===== src/rtl/dblk_pkg.sv =====
package dblk_pkg;
    typedef enum logic [2:0] {
        ST_IDLE,
        ST_HDR,
        ST_DATA,
        ST_TRL0,
        ST_TRL1,
        ST_FIN,
        ST_FAULT
    } rx_state_e;

    localparam logic [3:0] HDR_TAG   = 4'hF;
    localparam logic [1:0] ORD_FIRST = 2'd1;
    localparam logic [1:0] ORD_MID   = 2'd2;
    localparam logic [1:0] ORD_LAST  = 2'd3;
endpackage


===== src/rtl/dblk_hdr_chk.sv =====
module dblk_hdr_chk #(
    parameter int PKT_MAX = 8192,
    parameter int CNT_W   = 24
) (
    input  logic [7:0]       hdr,
    input  logic [CNT_W-1:0] rem,
    input  logic             first,
    output logic [1:0]       exp_ord,
    output logic             hdr_ok
);
    import dblk_pkg::*;

    logic is_final;

    always_comb begin
        is_final = (rem <= CNT_W'(PKT_MAX));
        if (is_final) begin
            exp_ord = ORD_LAST;
        end else if (first) begin
            exp_ord = ORD_FIRST;
        end else begin
            exp_ord = ORD_MID;
        end
        hdr_ok = (hdr[7:4] == HDR_TAG) && (hdr[3:2] == 2'b00) && (hdr[1:0] == exp_ord);
    end
endmodule


===== src/rtl/dblk_track.sv =====
module dblk_track #(
    parameter int PKT_MAX = 8192,
    parameter int ADDR_W  = 24,
    parameter int CNT_W   = 24,
    localparam int PKT_W  = $clog2(PKT_MAX + 1)
) (
    input  logic              clk,
    input  logic              rst_n,
    input  logic              load,
    input  logic [ADDR_W-1:0] base,
    input  logic [CNT_W-1:0]  len,
    input  logic              pkt_open,
    input  logic              take,
    output logic [CNT_W-1:0]  rem,
    output logic [PKT_W-1:0]  pkt_left,
    output logic [ADDR_W-1:0] addr,
    output logic              first
);
    always_ff @(posedge clk) begin
        if (!rst_n) begin
            rem      <= '0;
            pkt_left <= '0;
            addr     <= '0;
            first    <= 1'b0;
        end else if (load) begin
            rem      <= len;
            pkt_left <= '0;
            addr     <= base;
            first    <= 1'b1;
        end else if (pkt_open) begin
            first    <= 1'b0;
            if (rem > CNT_W'(PKT_MAX)) begin
                pkt_left <= PKT_W'(PKT_MAX);
            end else begin
                pkt_left <= PKT_W'(rem);
            end
        end else if (take) begin
            rem      <= rem - 1'b1;
            pkt_left <= pkt_left - 1'b1;
            addr     <= addr + 1'b1;
        end
    end

    AST_PKT_BOUND: assert property (@(posedge clk) disable iff (!rst_n)
        pkt_left <= PKT_W'(PKT_MAX));
    AST_TAKE_HAS_ROOM: assert property (@(posedge clk) disable iff (!rst_n)
        take |-> (rem != '0) && (pkt_left != '0));
endmodule


===== src/rtl/dblk_rx.sv =====
module dblk_rx #(
    parameter int PKT_MAX = 8192,
    parameter int ADDR_W  = 24,
    parameter int CNT_W   = 24,
    parameter int MIN_LEN = 5
) (
    input  logic              clk,
    input  logic              rst_n,
    input  logic              start,
    input  logic [ADDR_W-1:0] base_addr,
    input  logic [CNT_W-1:0]  total_len,
    input  logic              crc_en,
    input  logic              rx_valid,
    input  logic [7:0]        rx_byte,
    output logic              wr_en,
    output logic [ADDR_W-1:0] wr_addr,
    output logic [7:0]        wr_data,
    output logic              busy,
    output logic              done,
    output logic              frame_err
);
    import dblk_pkg::*;

    localparam int PKT_W = $clog2(PKT_MAX + 1);

    rx_state_e         state, state_nx;
    logic              crc_q;
    logic              accept, reject, pkt_open, take;
    logic              hdr_ok, first;
    logic [1:0]        exp_ord;
    logic [CNT_W-1:0]  rem;
    logic [PKT_W-1:0]  pkt_left;
    logic [ADDR_W-1:0] addr;
    logic              pkt_end;

    assign accept   = (state == ST_IDLE) && start && (total_len >= CNT_W'(MIN_LEN));
    assign reject   = (state == ST_IDLE) && start && (total_len <  CNT_W'(MIN_LEN));
    assign pkt_open = (state == ST_HDR) && rx_valid && hdr_ok;
    assign take     = (state == ST_DATA) && rx_valid;
    assign pkt_end  = (pkt_left == PKT_W'(1));

    dblk_hdr_chk #(.PKT_MAX(PKT_MAX), .CNT_W(CNT_W)) u_hdr (
        .hdr     (rx_byte),
        .rem     (rem),
        .first   (first),
        .exp_ord (exp_ord),
        .hdr_ok  (hdr_ok)
    );

    dblk_track #(.PKT_MAX(PKT_MAX), .ADDR_W(ADDR_W), .CNT_W(CNT_W)) u_trk (
        .clk      (clk),
        .rst_n    (rst_n),
        .load     (accept),
        .base     (base_addr),
        .len      (total_len),
        .pkt_open (pkt_open),
        .take     (take),
        .rem      (rem),
        .pkt_left (pkt_left),
        .addr     (addr),
        .first    (first)
    );

    always_comb begin
        state_nx = state;
        unique case (state)
            ST_IDLE: begin
                if (accept)      state_nx = ST_HDR;
                else if (reject) state_nx = ST_FAULT;
            end
            ST_HDR: begin
                if (rx_valid) state_nx = hdr_ok ? ST_DATA : ST_FAULT;
            end
            ST_DATA: begin
                if (rx_valid && pkt_end) begin
                    if (crc_q)                      state_nx = ST_TRL0;
                    else if (rem == CNT_W'(1))      state_nx = ST_FIN;
                    else                            state_nx = ST_HDR;
                end
            end
            ST_TRL0: begin
                if (rx_valid) state_nx = ST_TRL1;
            end
            ST_TRL1: begin
                if (rx_valid) state_nx = (rem == '0) ? ST_FIN : ST_HDR;
            end
            ST_FIN:   state_nx = ST_IDLE;
            ST_FAULT: state_nx = ST_IDLE;
            default:  state_nx = ST_IDLE;
        endcase
    end

    always_ff @(posedge clk) begin
        if (!rst_n) begin
            state <= ST_IDLE;
            crc_q <= 1'b0;
        end else begin
            state <= state_nx;
            if (accept) crc_q <= crc_en;
        end
    end

    always_comb begin
        wr_en     = take;
        wr_addr   = addr;
        wr_data   = rx_byte;
        busy      = (state == ST_HDR) || (state == ST_DATA) ||
                    (state == ST_TRL0) || (state == ST_TRL1);
        done      = (state == ST_FIN);
        frame_err = (state == ST_FAULT);
    end

    AST_DONE_PULSE: assert property (@(posedge clk) disable iff (!rst_n)
        done |=> !done);
    AST_DONE_EMPTY: assert property (@(posedge clk) disable iff (!rst_n)
        done |-> (rem == '0));
    AST_ERR_PULSE: assert property (@(posedge clk) disable iff (!rst_n)
        frame_err |=> !frame_err);
    AST_ADDR_STEP: assert property (@(posedge clk) disable iff (!rst_n)
        wr_en |=> (wr_addr == $past(wr_addr) + 1'b1));
    AST_EXCL_OUT: assert property (@(posedge clk) disable iff (!rst_n)
        $onehot0({done, frame_err, wr_en}));
    AST_IDLE_HOLD: assert property (@(posedge clk) disable iff (!rst_n)
        (busy && !rx_valid) |=> $stable(rem) && $stable(wr_addr));
    AST_BAD_HDR: assert property (@(posedge clk) disable iff (!rst_n)
        (state == ST_HDR && rx_valid && rx_byte[7:4] != HDR_TAG) |=> frame_err);
endmodule


===== config.mk =====
export PLATFORM = sky130hd
export DESIGN_NAME = dblk_rx
export DESIGN_NICKNAME = d
export VERILOG_FILES = /design/src/rtl/dblk_pkg.sv /design/src/rtl/dblk_hdr_chk.sv /design/src/rtl/dblk_track.sv /design/src/rtl/dblk_rx.sv
export SDC_FILE = /design/constraint.sdc
export NUM_CORES = 1
export LEC_CHECK = 0
export BUFFER_PORTS_ARGS = -buffer_cell sky130_fd_sc_hd__buf_4
export CAP_MARGIN = 20
export CELL_PAD_IN_SITES_DETAIL_PLACEMENT = 1
export CELL_PAD_IN_SITES_GLOBAL_PLACEMENT = 1
export CORE_MARGIN = 1.5
export CORE_UTILIZATION = 43
export CTS_CLUSTER_DIAMETER = 150
export DETAILED_ROUTE_END_ITERATION = 8
export PLACE_DENSITY = 0.89
export SLEW_MARGIN = 20
export SYNTH_ARGS = -nofsm -noshare
export SYNTH_HDL_FRONTEND = slang
export SYNTH_HIERARCHICAL = 1
export SYNTH_SLANG_ARGS = --single-unit

===== constraint.sdc =====
create_clock -name clk -period 6.3 [get_ports clk]
set_input_delay 0.315 -clock clk [delete_from_list [all_inputs] [get_ports clk]]
set_output_delay 0.315 -clock clk [all_outputs]
set_load 0.1 [all_outputs]

==> out/results.ini <==
[grt]
grt_start_max_net_pins = 55
track_usage_pct = 28.94
grt_pass1_vias = 4806
overflow = 0
grt_pass1_wl_um = 23930
antenna_found_initial = 0

[floorplan]
rows = 36
die_x_um = 102.9
ios = 97
core_area_sq_um = 9729
floorplan.die_area_sq_um = 10590
dieHeight_um = 102.9
start_util_pct = 44.12

[detailed_routing]
drt_wl_total_um = 14810
vias_per_cell = 6.315
route.detailed.drc = 0
drtIter0Drc = 253
wl_per_cell_um = 19.88
drtPass1Iterations = 5
ant_nets = 0
vias = 4705

[sta]
slew-limit-headroom_pct = 33.39
fin_crit_ns = 3.488
fin_tns_setup_ns = 0
worst_slack_ns = 2.812
fin_crit_sh_pct = 55.36
hold_violations = 0
worstMarginPinSlew_ns = 0.9971
rsz0062_at_grt = false
setup_viol = 0
clock_skew_ns = 0.008659
slew_violations = 0
max_freq_ghz = 0.2867

[clock_tree]
cts_setup_buffers = 0
path_clk_slew_ns = 0.08
h-tree-depth = 3
cts_hold_buffers = 0
cts-root-buf = clkbuf_8
cts_resized = 0
clk_latency_ns = 0.36
numCtsBuffers = 9
cts_tree = built
clock_sinks = 67
clk_path_buf_depth = 2

[final_layout]
final_util_pct = 53.79
final_common_cell = buf_4
layout.nets = 672
syn2layout_area_growth_pct = 21.92
stdcell_count = 745
layout_common_cells = buf_4 (100), dfxtp_1 (67), o21ai_0 (61)
fillers = 1249
drive_above_1_share_pct = 22.71
antenna_cells = 0

[hold_path]
hold_depth = 3
min_path_type = in2reg

[logic_synthesis]
syn-mean-instance-area_sq_um = 7.994
synthCells = 537
syn-num-nets = 602
synth.cell_area_sq_um = 4293
yosysWarnings = 6

[critical_path]
setup.worst_path.start_class = flop
crit_fanout = 15
cp.arrival_ns = 3.77
critPathCaptureType = flop
critPathRequiredTime_ns = 6.58
criticalPathCategory = reg2reg
worstRegToRegCells = 11

[power]
p_leak_nw = 1.868
total_power_mw = 2.697
p_per_area_nw_per_um2 = 515.3
ir_worst_vdd_uv = 304.4

[place]
numPortBuffers = 96
place_inst = 729
gp_congestion = 0.8910
place_hpwl_um = 10540
place_ws_ns = 2.915

[run_status]
status = finished clean

[job]
maxCapViolCount = 0

[path summary, 6_finish.rpt]
check,from,endpoint,slack [ns]
setup / recovery,u_trk/rem[9],u_trk/rem[23],2.81
setup reg to reg,u_trk/rem[9],u_trk/rem[23],2.81
hold / removal,base_addr[0],u_trk/addr[0],0.19
hold reg to reg,crc_q,crc_q,0.52
[registers in the layout (all words and copies together), names as in the netlist]
register,cells
u_trk/addr,24
u_trk/rem,24
u_trk/pkt_left,14
state,3
crc_q,1
u_trk/first,1
[power breakdown]
| group | total, mW | switching, mW | internal, mW |
|---|---|---|---|
| sequential | 0.829 | 0.267 | 0.562 |
| combinational | 1.45 | 0.994 | 0.455 |
| clock | 0.420 | 0.176 | 0.244 |
[layout make-up]
cell class	instances	area, sq um	share of cell area (%)
multi-input combinational	410	2676	51.14
sequential	67	1341	25.63
timing repair buffer	100	750.7	14.34
tap	133	166.4	3.180
clock buffer	12	155.1	2.964
clock inverter	4	72.57	1.387
inverter	19	71.32	1.363
[critical path, cell delays in order, from the launching register on]
cell	delay [ns]
dfxtp_1	0.45
nor4_2	0.32
a41oi_2	0.19
o21ai_0	0.23
a31oi_1	0.14
nand3_1	0.10
nor3_1	0.05
buf_4	0.21
nor4b_1	0.63
nand4_1	0.42
or4_1	0.50
a31oi_1	0.16
[through the flow]
stage / hold slack (ns) / instance area [sq um]
floorplan: 0.4473 / 4293
global placement: 0.4884 / 5006
detailed placement: 0.5013 / 5006
CTS: 0.1819 / 5234
global route: 0.1889 / 5234
finish: 0.1927 / 5234
[metal layers]
layer  vias up  part of all wire [%]  track usage, %
met3        31                   6.3           6.441
li1       2217                     -               -
met4         0                   2.4           10.50
met2       186                    48           49.04
met5         -                     0               0
met1      2271                    43           36.11
(Power assumes the default switching activity.)
